--- config.mk ---
export PLATFORM = sky130hd
export DESIGN_NAME = spi_dbuf_host
export DESIGN_NICKNAME = d
export VERILOG_FILES = /design/src/rtl/spi_host_pkg.sv /design/src/rtl/spi_half_tick.sv /design/src/rtl/spi_gap_timer.sv /design/src/rtl/spi_shift_reg.sv /design/src/rtl/spi_dbuf_host.sv
export SDC_FILE = /design/constraint.sdc
export NUM_CORES = 1
export LEC_CHECK = 0
export BUFFER_PORTS_ARGS = -buffer_cell sky130_fd_sc_hd__buf_4
export CAP_MARGIN = 20
export CORE_UTILIZATION = 45
export CTS_BUF_LIST = sky130_fd_sc_hd__clkbuf_4 sky130_fd_sc_hd__clkbuf_8
export DETAILED_ROUTE_END_ITERATION = 6
export GPL_ROUTABILITY_DRIVEN = 0
export HOLD_SLACK_MARGIN = 0.1
export PLACE_DENSITY = 0.68
export SLEW_MARGIN = 20
export SYNTH_ARGS = -nofsm -noshare
export SYNTH_HDL_FRONTEND = slang
export SYNTH_SLANG_ARGS = --single-unit
--- constraint.sdc ---
create_clock -name clk -period 3.11 [get_ports clk]
set_input_delay 0.4665 -clock clk [delete_from_list [all_inputs] [get_ports clk]]
set_output_delay 0.4665 -clock clk [all_outputs]
set_load 0.02 [all_outputs]
--- src/rtl/spi_host_pkg.sv ---
package spi_host_pkg;
    typedef enum logic [1:0] {
        ST_IDLE  = 2'd0,
        ST_LEAD  = 2'd1,
        ST_SHIFT = 2'd2,
        ST_GAP   = 2'd3
    } host_state_t;
endpackage

--- src/rtl/spi_half_tick.sv ---
module spi_half_tick #(
    parameter int CW = 8
) (
    input  logic          clk,
    input  logic          rst_n,
    input  logic          run,
    input  logic [CW-1:0] limit,
    output logic          tick
);
    logic [CW-1:0] cnt_q;

    assign tick = run && (cnt_q == limit);

    always_ff @(posedge clk or negedge rst_n) begin
        if (!rst_n)             cnt_q <= '0;
        else if (!run || tick)  cnt_q <= '0;
        else                    cnt_q <= cnt_q + 1'b1;
    end
endmodule

--- src/rtl/spi_gap_timer.sv ---
module spi_gap_timer #(
    parameter int GW = 8
) (
    input  logic          clk,
    input  logic          rst_n,
    input  logic          run,
    input  logic [GW-1:0] len,
    output logic          expire
);
    logic [GW-1:0] cnt_q;

    assign expire = run && (cnt_q == len - 1'b1);

    always_ff @(posedge clk or negedge rst_n) begin
        if (!rst_n)     cnt_q <= '0;
        else if (!run)  cnt_q <= '0;
        else            cnt_q <= cnt_q + 1'b1;
    end
endmodule

--- src/rtl/spi_shift_reg.sv ---
module spi_shift_reg #(
    parameter int DW = 8
) (
    input  logic          clk,
    input  logic          rst_n,
    input  logic          load,
    input  logic [DW-1:0] load_val,
    input  logic          sample,
    input  logic          shift,
    input  logic          sdi,
    output logic          sdo,
    output logic [DW-1:0] next_word
);
    logic [DW-1:0] sr_q;
    logic          samp_q;

    assign next_word = {sr_q[DW-2:0], samp_q};
    assign sdo       = sr_q[DW-1];

    always_ff @(posedge clk or negedge rst_n) begin
        if (!rst_n) begin
            sr_q   <= '0;
            samp_q <= 1'b0;
        end else begin
            if (load)       sr_q <= load_val;
            else if (shift) sr_q <= next_word;
            if (sample)     samp_q <= sdi;
        end
    end
endmodule

--- src/rtl/spi_dbuf_host.sv ---
module spi_dbuf_host
    import spi_host_pkg::*;
#(
    parameter int DW = 8,
    parameter int CW = 8,
    parameter int GW = 8
) (
    input  logic          clk,
    input  logic          rst_n,
    input  logic [CW-1:0] clk_div,
    input  logic [GW-1:0] gap_len,
    input  logic          wr_tx,
    input  logic [DW-1:0] wr_data,
    input  logic          rd_rx,
    input  logic          rd_stat,
    output logic [DW-1:0] rx_data,
    output logic          tx_empty,
    output logic          xfer_done,
    output logic          rx_full,
    output logic          overrun,
    output logic          tx_dma_req,
    output logic          cs_n,
    output logic          sck,
    output logic          mosi,
    input  logic          miso
);
    localparam int BCW = (DW > 1) ? $clog2(DW) : 1;
    localparam logic [BCW-1:0] LAST_BIT = BCW'(DW - 1);

    host_state_t st_q, st_d;

    logic [DW-1:0]  hold_q, rx_q, next_word, load_val;
    logic [BCW-1:0] bits_q;
    logic           ph_q, pend_q, txe_q, done_q, rxf_q, ovr_q;
    logic           tick, gap_exp, frame_end, finish, pend_eff;
    logic           start_idle, chain, stop, sh_load, sh_sample, sh_shift;

    spi_half_tick #(.CW(CW)) u_tick (
        .clk(clk), .rst_n(rst_n),
        .run(st_q == ST_LEAD || st_q == ST_SHIFT),
        .limit(clk_div), .tick(tick)
    );

    spi_gap_timer #(.GW(GW)) u_gap (
        .clk(clk), .rst_n(rst_n),
        .run(st_q == ST_GAP), .len(gap_len), .expire(gap_exp)
    );

    spi_shift_reg #(.DW(DW)) u_sr (
        .clk(clk), .rst_n(rst_n),
        .load(sh_load), .load_val(load_val),
        .sample(sh_sample), .shift(sh_shift),
        .sdi(miso), .sdo(mosi), .next_word(next_word)
    );

    // event decode
    always_comb begin
        frame_end  = (st_q == ST_SHIFT) && tick && ph_q && (bits_q == LAST_BIT);
        finish     = (frame_end && (gap_len == '0)) || gap_exp;
        pend_eff   = pend_q || wr_tx;
        start_idle = (st_q == ST_IDLE) && wr_tx;
        chain      = finish && pend_eff;
        stop       = finish && !pend_eff;
        sh_load    = start_idle || chain;
        load_val   = wr_tx ? wr_data : hold_q;
        sh_sample  = tick && ((st_q == ST_LEAD) || (st_q == ST_SHIFT && !ph_q));
        sh_shift   = (st_q == ST_SHIFT) && tick && ph_q;
    end

    // next state
    always_comb begin
        st_d = st_q;
        unique case (st_q)
            ST_IDLE:  if (wr_tx) st_d = ST_LEAD;
            ST_LEAD:  if (tick)  st_d = ST_SHIFT;
            ST_SHIFT: if (frame_end) begin
                          if (gap_len != '0) st_d = ST_GAP;
                          else               st_d = pend_eff ? ST_LEAD : ST_IDLE;
                      end
            ST_GAP:   if (gap_exp) st_d = pend_eff ? ST_LEAD : ST_IDLE;
        endcase
    end

    // state register
    always_ff @(posedge clk or negedge rst_n) begin
        if (!rst_n) st_q <= ST_IDLE;
        else        st_q <= st_d;
    end

    // datapath and flags
    always_ff @(posedge clk or negedge rst_n) begin
        if (!rst_n) begin
            hold_q <= '0;
            rx_q   <= '0;
            bits_q <= '0;
            ph_q   <= 1'b0;
            pend_q <= 1'b0;
            txe_q  <= 1'b1;
            done_q <= 1'b1;
            rxf_q  <= 1'b0;
            ovr_q  <= 1'b0;
        end else begin
            if (st_q == ST_LEAD && tick)       ph_q <= 1'b1;
            else if (st_q == ST_SHIFT && tick) ph_q <= ~ph_q;

            if (frame_end)     bits_q <= '0;
            else if (sh_shift) bits_q <= bits_q + 1'b1;

            if (sh_load) begin
                txe_q  <= 1'b1;
                pend_q <= 1'b0;
            end else if (wr_tx) begin
                hold_q <= wr_data;
                pend_q <= 1'b1;
                txe_q  <= 1'b0;
            end

            if (start_idle) done_q <= 1'b0;
            else if (stop)  done_q <= 1'b1;

            if (frame_end) begin
                rx_q  <= next_word;
                rxf_q <= 1'b1;
            end else if (rd_rx) begin
                rxf_q <= 1'b0;
            end

            if (frame_end && rxf_q && !rd_rx) ovr_q <= 1'b1;
            else if (rd_stat)                 ovr_q <= 1'b0;
        end
    end

    // outputs
    always_comb begin
        cs_n       = (st_q == ST_IDLE);
        sck        = (st_q == ST_SHIFT) && ph_q;
        rx_data    = rx_q;
        tx_empty   = txe_q;
        tx_dma_req = txe_q;
        xfer_done  = done_q;
        rx_full    = rxf_q;
        overrun    = ovr_q;
    end

    p_sck_idle_r9: assert property (@(posedge clk) disable iff (!rst_n)
        cs_n |-> !sck);
    p_done_cs_r6: assert property (@(posedge clk) disable iff (!rst_n)
        xfer_done |-> cs_n);
    p_ovr_sticky_r8: assert property (@(posedge clk) disable iff (!rst_n)
        (overrun && !rd_stat) |=> overrun);
    p_rxf_keep_r7: assert property (@(posedge clk) disable iff (!rst_n)
        (rx_full && !rd_rx) |=> rx_full);
    p_txe_drop_r4: assert property (@(posedge clk) disable iff (!rst_n)
        (wr_tx && st_q != ST_IDLE && !finish) |=> !tx_empty);
    p_cs_chain_r5: assert property (@(posedge clk) disable iff (!rst_n)
        (!cs_n && pend_q) |=> !cs_n);
endmodule

==> results.cfg <==
[clocking]
cts_resized = 0
post-cts-setup-buffers = 0
clk_latency_ns = 0.30
htreeDepth = 2
clockRootBuffer = clkbuf_8
hold_buffers = 0
cts_tree = built
clockBufferDepth = 2
cts_sinks = 52
numCtsBuffers = 5
clkTransAtPathRegs_ns = 0.09

[timing]
rsz0062_at_grt = false
slew_violations = 0
maxSlewHeadroom = 0.574
fin_hold_ws_ns = 0.179
hold_violations = 0
fmax_ghz = 0.374
setup_viol = 0
period_needed_ns = 2.67
tightest_slew_ns = 0.639
tns_ns = 0
fin_skew_ns = 0.0107
period_share = 0.859

[detailed_routing]
wl_microns = 5040
dr.pass1.iters = 4
wl_per_cell_microns = 13.1
num_vias = 1942
viasPerCell = 5.04
ant_nets = 0
drtIter0Drc = 129
drc = 0

[power]
seq_power_share = 0.475
switchingPower_uw = 710
p_sw_frac = 0.347
power_density_nw_per_um2 = 625
combPwrFrac = 0.338
ir_drop_v = 0.000348
power_mw = 2.05
leakagePower_nw = 1.61
internal_power_mw = 1.34
power.share.clock = 0.187

[setup_path]
cp.depth = 8
ff2ff_path_depth = 8
reg2reg_to = u_sr.sr_q[0]
startpoint = st_q[0]
max_stage_delay_ns = 0.58
r2r_slack_ns = 0.44
cp-end-kind = flop
cp_top_family = simple AND/OR/NAND/NOR gates
cp_data_required_time_ns = 3.34
cp-start-kind = flop
r2r_start = st_q[0]
crit_fanout = 12
endpoint = u_sr.sr_q[0]
cp.arrival_ns = 2.90
path_class = flop to flop
crit_path_cell_trace = inv_1 -> ha_1 -> and2_1 -> nand3_1 -> or3_2 -> or3_4 -> o311ai_4 -> mux2i_1
cp_slowest_cell = or3_2
critical_path.n_buffers_inverters = 1

[yosys]
ys_types = 46
netlist_instances = 259
netlist_top_cells_area = dfrtp_1 45%, mux2i_1 9.0%, xnor2_1 6.0%
synthSimpleGateAreaFrac = 0.161
syn-mean-instance-area_sq_um = 10.7
syn_nets = 299
synth_top_area_frac = 0.452
synth_mux_area_frac = 0.127
synth_top_family_by_area = simple AND/OR/NAND/NOR gates
synthArstFlopShare = 1.00
ys_seq_area_frac = 0.471
yosysWarnings = 0
ys.flop_type = dfrtp_1
synth_compound_area_frac = 0.0723
synth_edf_count = 0
netlist_area_sq_um = 2770
synth-seq-cells = 52
synth_adder_area_share = 0.0452
yosys.area.top_type = dfrtp_1
synthXorXnorAreaFrac = 0.0981

[floorplanning]
coreArea_sq_um = 5920
rows = 28
initial_utilization = 0.468
io_pins = 46
dieHeight_microns = 80.4
die-area_sq_um = 6470
die_w_microns = 80.4

[final_layout]
drive_above_1_share = 0.248
multi_input_area_sq_um = 1390
fill_cells = 522
antenna_cells = 0
nets = 349
final_cell_mix = 50 x dfrtp_1, 47 x buf_4, 34 x nand2_1
final_cells = 385
regArea_sq_um = 1300
final_core_util = 0.553
area_growth_pct = 18.3
final_common_cell = dfrtp_1

[outcome]
run_status = finished, final reports clean

[placed_design]
dp_hpwl_microns = 3820
dp.cells = 377
port_buffers = 45

[grt]
grt_overflow = 0
grt_pass1_wl_microns = 8630
grt_max_degree = 53
track_usage = 0.173
grt_pass1_vias = 1872
antenna_found_initial = 0

[hold_path]
hp-class = input pin to async pin

[run]
maxCapViolCount = 0
worst register-to-register path: cells and delay by family (launching register included):
family | cells | cell delay [ns]
compound gates | 1 | 0.19
fa+ha+maj | 1 | 0.27
buf+inv | 1 | 0.12
flops | 1 | 0.41
mux | 1 | 0.26
simple gates | 4 | 1.34
metrics by stage:
step	setup WS (ns)	cell area, sq um
after floorplan	0.565	2770
after global placement	0.417	3180
after detailed placement	0.348	3180
after CTS	0.429	3270
after global routing	0.219	3270
final	0.439	3270
power groups by stage:
stage	clock (mW)	sequential (mW)	combinational, mW
2_1_floorplan	0	0.966	0.510
3_3_place_gp	0	0.980	0.689
3_5_place_dp	0	0.984	0.700
4_1_cts	0.402	0.972	0.703
5_1_grt	0.435	0.998	0.776
6_report	0.382	0.972	0.693
cell families (layout without fill, tap and decap cells):
| logic type | after synthesis | after routing |
|---|---|---|
| flip-flops | 52 | 52 |
| multiplexers | 34 | 34 |
| AND/OR/NAND/NOR | 94 | 94 |
| AO/OA/AOI/OAI | 24 | 24 |
| XOR/XNOR | 31 | 31 |
| adder cells (fa/ha/maj) | 10 | 10 |
| buffers and inverters | 14 | 65 |
flip-flops by register name, indices dropped and copies added, names as in the netlist:
register	cells
bits_q	3
hold_q	8
overrun	1
pend_q	1
ph_q	1
rx_data	8
rx_full	1
st_q	2
tx_dma_req	1
u_gap.cnt_q	8
u_sr.samp_q	1
u_sr.sr_q	8
u_tick.cnt_q	8
xfer_done	1
area by class of cell:
class | instances | area share
Sequential cell | 52 | 0.398
Inverter | 10 | 0.0115
Tap cell | 75 | 0.0287
Timing Repair Buffer | 47 | 0.108
Clock inverter | 2 | 0.00497
Clock buffer | 6 | 0.0233
Multi-Input combinational cell | 193 | 0.426
synthesized netlist by cell type (all sizes together) (2+ instances only):
library cell	instances
a2111oi	3
nand3	12
nand2b	3
mux2	9
a21oi	4
and2	2
xnor2	19
dfstp	2
nand2	34
inv	10
nor2	24
a22o	3
nor3	4
ha	10
dfrtp	50
nor3b	2
mux2i	25
o22ai	2
a21o	2
o21ai	4
xor2	12
or3	2
clkbuf	2
nand4	3
and3	5
worst min path at each step:
stage | endpoint | slack [ns] | from
floorplan | bits_q[0] | 0.17 | rst_n
global placement | rx_data[7] | 0.45 | rx_data[7]
detailed placement | rx_data[3] | 0.46 | rx_data[3]
CTS | overrun | 0.20 | rst_n
global route | overrun | 0.22 | rst_n
finish | overrun | 0.18 | rst_n
layer usage:
layer	up-vias	global-route usage	part of all wire
met4	0	0.0536	0.017
met2	43	0.274	0.45
li1	986	-	-
met3	8	0.0341	0.045
met5	-	0	0
met1	905	0.239	0.49
Power figures use the tool's default switching activity.
